[src/rtl/phy_reg_bus_ctrl.sv]
module phy_reg_bus_ctrl #(
  parameter int ADDR_W        = 8,
  parameter int CLK_PERIOD_PS = 5000,
  parameter int WINDOW_PS     = 200000,
  parameter int ACK_TIMEOUT   = 64
) (
  input  logic              clk,
  input  logic              rst_n,
  input  logic              cmd_start,
  input  logic              cmd_write,
  input  logic [ADDR_W-1:0] cmd_addr,
  input  logic [15:0]       cmd_wdata,
  output logic              cmd_done,
  output logic [15:0]       cmd_rdata,
  output logic              cmd_timeout,
  input  logic              mode_ack,
  input  logic              mode_wide,
  input  logic              par_check_en,
  input  logic              addr_drive_off,
  input  logic              par_err_clr,
  output logic              par_err,
  output logic [ADDR_W-1:0] phy_addr,
  output logic              phy_addr_oe,
  output logic              phy_cs_n,
  output logic              phy_rd_n,
  output logic              phy_wr_n,
  output logic [7:0]        phy_dlo_out,
  output logic              phy_dlo_oe,
  input  logic [7:0]        phy_dlo_in,
  output logic [7:0]        phy_dhi_out,
  output logic              phy_dhi_oe,
  input  logic [7:0]        phy_dhi_in,
  output logic [1:0]        phy_par_out,
  input  logic [1:0]        phy_par_in,
  input  logic              phy_ack
);
  localparam int FIXED_CYC = (WINDOW_PS + CLK_PERIOD_PS - 1) / CLK_PERIOD_PS;
  localparam int MAX_CYC   = (FIXED_CYC > ACK_TIMEOUT) ? FIXED_CYC : ACK_TIMEOUT;
  localparam int CNT_W     = $clog2(MAX_CYC + 1);
  localparam logic [CNT_W-1:0] FIX_LAST = CNT_W'(FIXED_CYC - 1);
  localparam logic [CNT_W-1:0] TO_LAST  = CNT_W'(ACK_TIMEOUT - 1);

  logic              busy;
  logic              wr_q, ack_q, wide_q;
  logic [ADDR_W-1:0] addr_q;
  logic [15:0]       wdata_q;
  logic [CNT_W-1:0]  cnt;

  wire fixed_end = !ack_q && (cnt == FIX_LAST);
  wire ack_end   = ack_q && phy_ack;
  wire to_end    = ack_q && !phy_ack && (cnt == TO_LAST);
  wire acc_end   = busy && (fixed_end || ack_end || to_end);

  wire lo_bad  = ~^{phy_par_in[0], phy_dlo_in};
  wire hi_bad  = ~^{phy_par_in[1], phy_dhi_in};
  wire par_bad = lo_bad || (wide_q && hi_bad);
  wire [15:0] rd_sample = {wide_q ? phy_dhi_in : 8'h00, phy_dlo_in};

  always_ff @(posedge clk or negedge rst_n) begin
    if (!rst_n) begin
      busy    <= 1'b0;
      wr_q    <= 1'b0;
      ack_q   <= 1'b0;
      wide_q  <= 1'b0;
      addr_q  <= '0;
      wdata_q <= '0;
      cnt     <= '0;
    end else if (!busy) begin
      cnt <= '0;
      if (cmd_start) begin
        busy    <= 1'b1;
        wr_q    <= cmd_write;
        ack_q   <= mode_ack;
        wide_q  <= mode_wide;
        addr_q  <= cmd_addr;
        wdata_q <= cmd_wdata;
      end
    end else if (acc_end) begin
      busy <= 1'b0;
      cnt  <= '0;
    end else begin
      cnt <= cnt + 1'b1;
    end
  end

  always_ff @(posedge clk or negedge rst_n) begin
    if (!rst_n) begin
      cmd_done    <= 1'b0;
      cmd_timeout <= 1'b0;
      cmd_rdata   <= '0;
    end else begin
      cmd_done    <= acc_end;
      cmd_timeout <= acc_end && to_end;
      if (acc_end)
        cmd_rdata <= (to_end || wr_q) ? 16'h0000 : rd_sample;
    end
  end

  always_ff @(posedge clk or negedge rst_n) begin
    if (!rst_n)
      par_err <= 1'b0;
    else if (acc_end && !to_end && !wr_q && par_check_en && par_bad)
      par_err <= 1'b1;
    else if (par_err_clr)
      par_err <= 1'b0;
  end

  assign phy_addr    = addr_q;
  assign phy_addr_oe = busy && !addr_drive_off;
  assign phy_cs_n    = !busy;
  assign phy_rd_n    = !(busy && !wr_q);
  assign phy_wr_n    = !(busy && wr_q);
  assign phy_dlo_out = wdata_q[7:0];
  assign phy_dhi_out = wdata_q[15:8];
  assign phy_dlo_oe  = busy && wr_q;
  assign phy_dhi_oe  = busy && wr_q && wide_q;
  assign phy_par_out = {~^wdata_q[15:8], ~^wdata_q[7:0]};
endmodule

[config.mk]
export PLATFORM = sky130hd
export DESIGN_NAME = phy_reg_bus_ctrl
export DESIGN_NICKNAME = d
export VERILOG_FILES = /design/src/rtl/phy_reg_bus_ctrl.sv
export SDC_FILE = /design/constraint.sdc
export NUM_CORES = 1
export LEC_CHECK = 0
export BUFFER_PORTS_ARGS = -buffer_cell sky130_fd_sc_hd__buf_4
export CORE_MARGIN = 1
export CORE_UTILIZATION = 51
export DETAILED_ROUTE_END_ITERATION = 10
export PLACE_DENSITY = 0.85
export SYNTH_ARGS = -nofsm -noshare
export SYNTH_HDL_FRONTEND = slang
export SYNTH_SLANG_ARGS = --single-unit
[constraint.sdc]
create_clock -name clk -period 4.62 [get_ports clk]
set_input_delay 0.231 -clock clk [delete_from_list [all_inputs] [get_ports clk]]
set_output_delay 0.231 -clock clk [all_outputs]
set_load 0.1 [all_outputs]
==> results.py, run 1 <==
metrics = {
    "clocking": {
        "clk_pin_slew_ns": 0.09,
        "clockRootBuffer": "clkbuf_8",
        "h-tree-depth": 2,
        "clk_path_buf_depth": 2,
        "cts_buffers": 5,
        "cts.sinks": 54,
        "cts_tree": "done",
        "clk_latency_ns": 0.30,
    },
    "synth": {
        "async_flop_share": 1.00,
        "syn_area_per_cell_um2": 13.6,
        "synth_edf_count": 0,
        "yosysSeqAreaShare": 0.564,
        "yosysUniqueCellTypes": 30,
        "yosys_most_used_dff": "dfrtp_1",
        "synthCells": 176,
        "synth_nets": 229,
        "synth-seq-cells": 54,
        "yosys_warnings": 0,
        "mappedNetlistArea_um2": 2400,
    },
    "run_status": {
        "status": "finished with violations",
        "violations": "DRC",
    },
    "detailed_routing": {
        "routedWlPerCell_um": 15.1,
        "routed_via_density": 5.18,
        "vias": 1730,
        "finalWirelength_um": 5050,
        "firstDrtPassIters": 7,
        "drcViolationCount": 18,
        "drtAntennaViolNets": 0,
        "drtIter0Drc": 110,
    },
    "global_route": {
        "grt_pass1_wl_um": 8560,
        "grt_max_degree": 55,
        "grt_overflow": 0,
        "antenna_found_initial": 0,
        "grt_pass1_vias": 1777,
        "grt_usage": 0.221,
    },
    "floorplan": {
        "die_w_um": 70.5,
        "core_um2": 4440,
        "ios": 103,
        "fp-row-count": 24,
        "initial_core_util": 0.539,
        "die_y_um": 70.5,
        "die_area_um2": 4980,
    },
    "critical_path": {
        "r2r_cells": 6,
        "cp-end-kind": "flop",
        "crit_fanout": 10,
        "arrival_ns": 2.48,
        "cpPeakStageDelay_ns": 0.45,
        "critical_path.endpoint": "cmd_rdata[9]",
        "worst-setup-path-type": "reg -> reg",
        "cp_cell_sequence": "ha_1 -> nand4b_2 -> or4_4 -> a21oi_2 -> and2_2 -> a22o_2",
        "crit_required_ns": 4.86,
        "setup.worst_path.start": "cnt[0]",
        "critPathLaunchType": "flop",
        "reg2reg_to": "cmd_rdata[9]",
        "worstReg2RegStart": "cnt[0]",
        "rrSetupSlack_ns": 2.39,
        "critPathSlowestCell": "a21oi_2",
    },
    "sta": {
        "setup_viol": 0,
        "tightest_slew_ns": 0.664,
        "tns_ns": 0,
        "fin_crit_sh": 0.484,
        "whs_ns": 0.115,
        "rsz0062_at_grt": "false",
        "maxSlewHeadroom": 0.557,
        "layout_min_cycle_time_ns": 2.23,
        "max_freq_mhz": 448,
        "fin_skew_ns": 0.00253,
        "drv_slew": 0,
        "hold_viol": 0,
        "setup_ws_ns": 2.39,
    },
    "layout": {
        "multiInputGateArea_um2": 980,
        "syn2layout_area_growth_pct": 37.4,
        "drive_gt1_frac": 0.567,
        "nets": 334,
        "diodes": 0,
        "final_area_um2": 3290,
        "n_fill_cell": 321,
        "regArea_um2": 1350,
    },
    "placement": {
        "dpl_worst_slack_ns": 2.43,
        "place_area_um2": 3190,
        "dp.final_hpwl_um": 3750,
        "routabilityCongestion": 0.797,
        "numPortBuffers": 102,
    },
    "worst_hold_path": {
        "hold_path_class": "in -> reg",
        "min_from": "phy_ack",
    },
    "job": {
        "max_cap_violations": 0,
    },
}
==> state kept, by name, summed over array words and instances, names as in the netlist, 7 cells and up <==
register	count
wdata_q	16
phy_addr	8
cnt	7
cmd_rdata	16
==> worst min-delay path by stage <==
stage	endpoint	depth (start not counted)
6_report	cmd_timeout	2
5_1_grt	cmd_timeout	2
4_1_cts	cmd_timeout	2
3_5_place_dp	wdata_q[2]	1
3_3_place_gp	wdata_q[0]	1
2_1_floorplan	ack_q	0
==> synth_stat cells (2+ instances only) <==
cell type   n  share of area
xnor3_1     2          0.019
buf_1       2         0.0031
xnor2_1    25          0.091
dfrtp_1    54           0.56
nor2_1      9          0.014
nand3_1     3         0.0063
a22o_2     16          0.067
xor2_1      6          0.022
inv_1       6         0.0094
nand2_1     8          0.013
mux2_2     26           0.12
==> metrics by stage <==
step / instances / util
after global placement: 325 / 0.718
final: 334 / 0.741
after floorplan: 176 / -
after CTS: 334 / 0.741
after global routing: 334 / 0.741
after detailed placement: 325 / 0.718
==> cell type report <==
type                       count  share of cell area
clock buffer                   7              0.0262
clock inverter                 1             0.00152
inverter                       6             0.00684
multi-input combinational    110               0.297
sequential                    54               0.410
tap                           52              0.0198
timing repair buffer         104               0.238
==> what timing repair did <==
| item | 4_1_cts | 5_1_grt |
|---|---|---|
| hold endpoints to repair | 54 | 0 |
| setup buffers | 0 | 0 |
| resized for setup | 0 | 0 |
| hold buffers | 1 | 0 |
==> placed cells by master, fill, tap and decap left out, drive strengths merged <==
cell type	count
xor2	6
dfrtp	54
nor4	1
dlygate4sd3	1
nor2b	1
clkinv	1
o22ai	1
inv	6
buf	103
xnor3	2
a21oi	2
nand4b	1
clkbuf	7
o21ai	1
or4	1
nand3	3
o311a	1
nor2	9
nand2b	2
xnor2	25
mux2	26
and3	2
nand2	8
and2	1
ha	1
a22o	16
==> kinds of logic (layout without fill, tap and decap cells) <==
logic type	after synthesis	after routing	synth area share
and+or+nand+nor	29	29	0.0663
buffers and inverters	12	118	0.0282
AOI/OAI and AO/OA	21	21	0.0820
adders and majority gates	1	1	0.00522
xor gates and xnor gates	33	33	0.132
DFF	54	54	0.564
muxes	26	26	0.122
==> worst max-delay path: cells and delay by family (launching register included) <==
family | cells | cell delay [ns]
AND/OR/NAND/NOR | 3 | 0.92
adder cells (fa/ha/maj) | 1 | 0.26
AO/OA/AOI/OAI | 2 | 0.61
flip-flops | 1 | 0.39
==> layer usage <==
| metal | share of wire | wire, um | up-vias | global-route usage |
|---|---|---|---|---|
| li1 | - | - | 818 | - |
| met1 | 0.42 | 2120 | 834 | 0.292 |
| met2 | 0.50 | 2500 | 73 | 0.372 |
| met3 | 0.076 | 382 | 5 | 0.0470 |
| met4 | 0.0081 | 41 | 0 | 0.0667 |
| met5 | 0 | 0 | - | 0 |
Power of run 1 is left out: the tool's default activity adds up to more than one toggle a clock period on the data nets, which glitch-free logic cannot reach.
==> run 2: changes to the inputs <==
- ABC_AREA: default -> 1
- CORE_UTILIZATION: 51 -> 49
- PLACE_DENSITY: 0.85 -> 0.8
- clock period: 4.62 -> 2.3 ns (I/O delays scaled with it)
==> run 2 against run 1 <==
  * The flow now finishes without violations
  * Register-to-register slack worse by 1.7 ns
  * Flip-flop and latch count unchanged
  * Core utilization fell by 3.5 points
  * Critical path depth is 2 lower
  * Sequential share of layout area shrank 4.2 points
  * Critical path type is now reg -> out
  * Critical endpoint is now phy_par_out[1]
==> results.py, run 2 <==
metrics = {
    "sta": {
        "rsz0062_at_grt": "false",
        "max_freq_mhz": 529,
        "maxSlewHeadroom": 0.563,
        "tightest_slew_ns": 0.656,
        "setup_viol": 0,
        "hold_viol": 0,
        "drv_slew": 0,
        "layout_min_cycle_time_ns": 1.89,
        "whs_ns": 0.0409,
        "fin_crit_sh": 0.821,
        "fin_skew_ns": 0.00434,
    },
    "floorplan": {
        "initial_core_util": 0.520,
        "die_w_um": 76.3,
        "die_y_um": 76.3,
        "fp-row-count": 26,
        "ios": 103,
        "die_area_um2": 5830,
        "core_um2": 5200,
    },
    "layout": {
        "final_cell_mix": "buf_4, nand2_1, dfrtp_1, inv_1, mux2_2",
        "final_area_um2": 3670,
        "n_fill_cell": 414,
        "drive_gt1_frac": 0.421,
        "regArea_um2": 1350,
        "diodes": 0,
        "final_util": 0.706,
        "syn2layout_area_growth_pct": 35.6,
        "final_common_cell": "buf_4",
        "multiInputGateArea_um2": 1200,
        "nets": 442,
    },
    "global_route": {
        "grt_pass1_vias": 2163,
        "antenna_found_initial": 0,
        "grt_usage": 0.209,
        "grt_overflow": 0,
        "grt_pass1_wl_um": 9730,
        "grt_max_degree": 55,
    },
    "synth": {
        "async_flop_share": 1.00,
        "ys_top_cells_by_count": "nand2_1, dfrtp_1, inv_1",
        "synth_top_area_frac": 0.499,
        "synth.most_common_cell": "nand2_1",
        "synthCells": 283,
        "yosysUniqueCellTypes": 30,
        "mappedNetlistArea_um2": 2710,
        "syn_area_per_cell_um2": 9.57,
        "synth_edf_count": 0,
        "ys_top_cells_by_area": "dfrtp_1, mux2_2, nand2_1",
        "yosys_most_used_dff": "dfrtp_1",
        "yosys_warnings": 0,
        "yosysSeqAreaShare": 0.499,
        "synth_nets": 336,
        "synth_top_area_cell": "dfrtp_1",
        "synth-seq-cells": 54,
    },
    "detailed_routing": {
        "vias": 2180,
        "drtAntennaViolNets": 0,
        "finalWirelength_um": 5780,
        "routed_via_density": 4.74,
        "drcViolationCount": 0,
        "drtIter0Drc": 87,
        "firstDrtPassIters": 4,
        "routedWlPerCell_um": 12.6,
    },
    "clocking": {
        "hold_buffers": 1,
        "clk_pin_slew_ns": 0.09,
        "cts_buffers": 5,
        "cts_setup_buffers": 0,
        "post_cts_resized": 0,
        "cts_tree": "done",
        "clockRootBuffer": "clkbuf_8",
        "cts.sinks": 54,
        "clk_path_buf_depth": 2,
        "clk_latency_ns": 0.30,
        "h-tree-depth": 2,
    },
    "placement": {
        "numPortBuffers": 102,
        "routabilityCongestion": 0.786,
        "dp.final_hpwl_um": 4450,
        "place_area_um2": 3550,
    },
    "critical_path": {
        "crit_required_ns": 2.18,
        "worst-setup-path-type": "reg -> out",
        "critPathLaunchType": "flop",
        "critPathSlowestCell": "dfrtp_1",
        "cp_cell_sequence": "xnor2_1 -> xor2_1 -> xnor2_4 -> buf_4",
        "worstReg2RegStart": "cnt[0]",
        "cp-end-kind": "output pin",
        "cpPeakStageDelay_ns": 0.42,
        "arrival_ns": 1.77,
        "setup.worst_path.start": "wdata_q[15]",
        "crit_fanout": 3,
    },
    "worst_hold_path": {
        "hold_path_class": "in -> reg",
        "min_from": "cmd_wdata[12]",
    },
    "run_status": {
        "status": "finished, final reports clean",
    },
    "job": {
        "max_cap_violations": 0,
    },
}
## run 2: cell count changes after synthesis, sizes merged, moves of 4 or more
cell	change
nand2	+80
inv	+31
a22o	-16
xnor2	-11
nor2	+10
o21ai	+8
o31ai	+8
nand3	+4
## run 2: cell type report
| cell class | count | area share |
|---|---|---|
| Clock inverter | 3 | 0.0109 |
| Tap cell | 70 | 0.0239 |
| Inverter | 38 | 0.0388 |
| Timing Repair Buffer | 104 | 0.213 |
| Multi-Input combinational cell | 186 | 0.326 |
| Sequential cell | 54 | 0.368 |
| Clock buffer | 5 | 0.0187 |
## run 2: path summary, 6_finish.rpt
kind / end / slack (ns) / cells past startpoint
setup / recovery: phy_par_out[1] / 0.41 / 4
hold / removal: wdata_q[12] / 0.04 / 2
setup reg to reg: cmd_rdata[9] / 0.64 / 10
hold reg to reg: cnt[0] / 0.48 / 1
max in group asynchronous: phy_addr[5] / 1.48 / 2
min in group asynchronous: wdata_q[2] / 0.39 / 2
## run 2: layer usage
| layer | global-route usage | up-vias | routed length (um) |
|---|---|---|---|
| met5 | 0 | - | 0 |
| met4 | 0.0577 | 0 | 55 |
| met3 | 0.0395 | 5 | 236 |
| met2 | 0.389 | 52 | 3170 |
| met1 | 0.244 | 1027 | 2320 |
| li1 | - | 1096 | - |
## run 2: through the flow
stage / setup WS, ns / cells / TNS (ns)
6_report: 0.411 / 460 / 0
5_1_grt: 0.327 / 460 / 0
4_1_cts: 0.391 / 460 / 0
3_5_place_dp: 0.670 / 451 / 0
3_3_place_gp: 0.740 / 451 / 0
2_1_floorplan: -0.0690 / 283 / -0.0690
## run 2: cells by family (layout without fill, tap and decap cells)
family | after synthesis | in the layout | share of synthesized area
muxes | 26 | 26 | 0.108
xor gates and xnor gates | 21 | 21 | 0.0679
adders and majority gates | 1 | 1 | 0.00462
AOI/OAI and AO/OA | 20 | 20 | 0.0531
and+or+nand+nor | 118 | 118 | 0.197
DFF | 54 | 54 | 0.499
buffers and inverters | 43 | 150 | 0.0698
## run 2: critical path: cells and delay by family (launching register included)
kind	cells	cell delay, ns
XOR/XNOR	3	0.75
flip-flops	1	0.42
buffers and inverters	1	0.30
Power of run 2 is left out for the same reason.
==> run 3: changes to the inputs <==
- clock period: 2.3 -> 1.8 ns (I/O delays scaled with it)
==> run 3 against run 2 <==
  * Register-to-register slack lost 0.50 ns
  * Critical path depth is the same
  * Die area is the same
  * Global-route usage grew 1.7 points
  * Critical endpoint unchanged
  * Worst hold slack lost 0.040 ns
  * Largest cell class unchanged
  * First-iteration DRC count grew 54%
  * Cell count grew 5.0%
  * Clock-buffer cell count is the same
==> results.py, run 3 (same netlist as run 2, synthesis figures left out) <==
metrics = {
    "run_status": {
        "status": "finished, final reports clean",
    },
    "floorplan": {
        "die_area_um2": 5830,
        "ios": 103,
        "initial_core_util": 0.520,
        "die_y_um": 76.3,
        "fp-row-count": 26,
        "die_w_um": 76.3,
        "core_um2": 5200,
    },
    "layout": {
        "final_cell_mix": "buf_4, nand2_1, dfrtp_1, inv_1, mux2_2",
        "diodes": 0,
        "n_fill_cell": 347,
        "final_area_um2": 4000,
        "nets": 465,
        "final_common_cell": "buf_4",
        "syn2layout_area_growth_pct": 47.7,
        "drive_gt1_frac": 0.455,
    },
    "critical_path": {
        "crit_fanout": 3,
        "worst-setup-path-type": "reg -> out",
        "crit_required_ns": 1.71,
        "critPathLaunchType": "flop",
        "cp-end-kind": "output pin",
        "critPathTopFamily": "XOR/XNOR gates",
        "arrival_ns": 1.64,
        "critPathSlowestCell": "dfrtp_2",
        "critPathBufInv": 1,
        "cpPeakStageDelay_ns": 0.44,
        "cp_cell_sequence": "xnor2_1 -> xor2_2 -> xnor2_4 -> buf_6",
    },
    "sta": {
        "tns_ns": 0,
        "drv_slew": 0,
        "tightest_slew_ns": 0.699,
        "fin_crit_sh": 0.959,
        "max_freq_mhz": 579,
        "hold_viol": 0,
        "rsz0062_at_grt": "true",
        "setup_ws_ns": 0.0742,
        "maxSlewHeadroom": 0.534,
        "fin_skew_ns": 0.0130,
        "setup_viol": 0,
        "layout_min_cycle_time_ns": 1.73,
    },
    "clocking": {
        "clk_pin_slew_ns": 0.10,
        "cts_tree": "done",
        "cts.sinks": 54,
        "cts_buffers": 5,
        "clk_latency_ns": 0.32,
        "clockRootBuffer": "clkbuf_8",
        "cts_setup_buffers": 0,
        "clk_path_buf_depth": 2,
        "h-tree-depth": 2,
    },
    "placement": {
        "dp.final_hpwl_um": 4520,
        "numPortBuffers": 102,
        "routabilityCongestion": 0.784,
        "place_area_um2": 3600,
        "dpl_worst_slack_ns": 0.190,
    },
    "detailed_routing": {
        "drcViolationCount": 0,
        "routed_via_density": 4.87,
        "firstDrtPassIters": 4,
        "drtIter0Drc": 134,
        "drtAntennaViolNets": 0,
        "routedWlPerCell_um": 14.2,
        "finalWirelength_um": 6870,
        "vias": 2352,
    },
    "global_route": {
        "grt_pass1_wl_um": 10500,
        "antenna_found_initial": 0,
        "grt_pass1_vias": 2342,
        "grt_usage": 0.227,
        "grt_max_degree": 55,
        "grt_overflow": 0,
    },
    "job": {
        "max_cap_violations": 0,
    },
    "worst_hold_path": {
        "hold_path_class": "in -> reg",
    },
}
==> run 3: cell types whose count changed in the layout (fill, tap and decap cells not counted), sizes merged <==
| cell | previous run | this run |
|---|---|---|
| inv | 37 | 38 |
| buf | 103 | 105 |
| clkinv | 3 | 2 |
| dlygate4sd3 | 1 | 22 |
==> run 3: cell type report <==
type | count | area, um^2 | area share
flip-flops and latches | 54 | 1370 | 0.343
multi-input cells | 186 | 1270 | 0.317
repair buffers | 127 | 1020 | 0.254
inverters | 38 | 143 | 0.0357
well taps | 70 | 87.6 | 0.0219
clock buffers | 5 | 68.8 | 0.0172
clock inverters | 3 | 43.8 | 0.0110
==> run 3: per-layer routing <==
layer / GRT usage / vias to the layer above / wire length, um
met5: 0 / - / 0
met3: 0.0539 / 15 / 268
met2: 0.392 / 58 / 3800
met4: 0.0885 / 0 / 160
li1: - / 1140 / -
met1: 0.272 / 1139 / 2640
==> run 3: repair_timing <==
action,in CTS,in global routing
gates cloned,0,0
hold buffers,10,12
pin swaps,2,1
endpoints found under the hold margin,63,12
resized for setup,4,5
endpoints found under the setup margin,2,4
==> run 3: worst paths after layout <==
| path | start | to | slack, ns | cells after the start |
|---|---|---|---|---|
| max | wdata_q[15] | phy_par_out[1] | 0.07 | 4 |
| min | cmd_write | wr_q | 0.0008 | 2 |
| max reg2reg | busy | phy_addr[4] | 0.14 | 4 |
| min reg2reg | cnt[0] | cnt[0] | 0.47 | 1 |
| max in group asynchronous | rst_n | wdata_q[0] | 0.95 | 2 |
| min in group asynchronous | rst_n | wdata_q[7] | 0.34 | 2 |
==> run 3: worst reg2reg max path: stages, from the launching register on <==
cell	delay [ns]
dfrtp_1	0.49
inv_1	0.16
nand2_1	0.28
buf_4	0.26
mux2_2	0.36
==> run 3: metrics by stage <==
step            util  hold WS (ns)  cells
2_1_floorplan      -        -0.206    283
3_3_place_gp   0.693         0.170    453
3_5_place_dp   0.693         0.179    453
4_1_cts        0.738    0.00000758    471
5_1_grt        0.768       0.00136    483
6_report       0.768      0.000785    483
Power of run 3 is left out for the same reason.
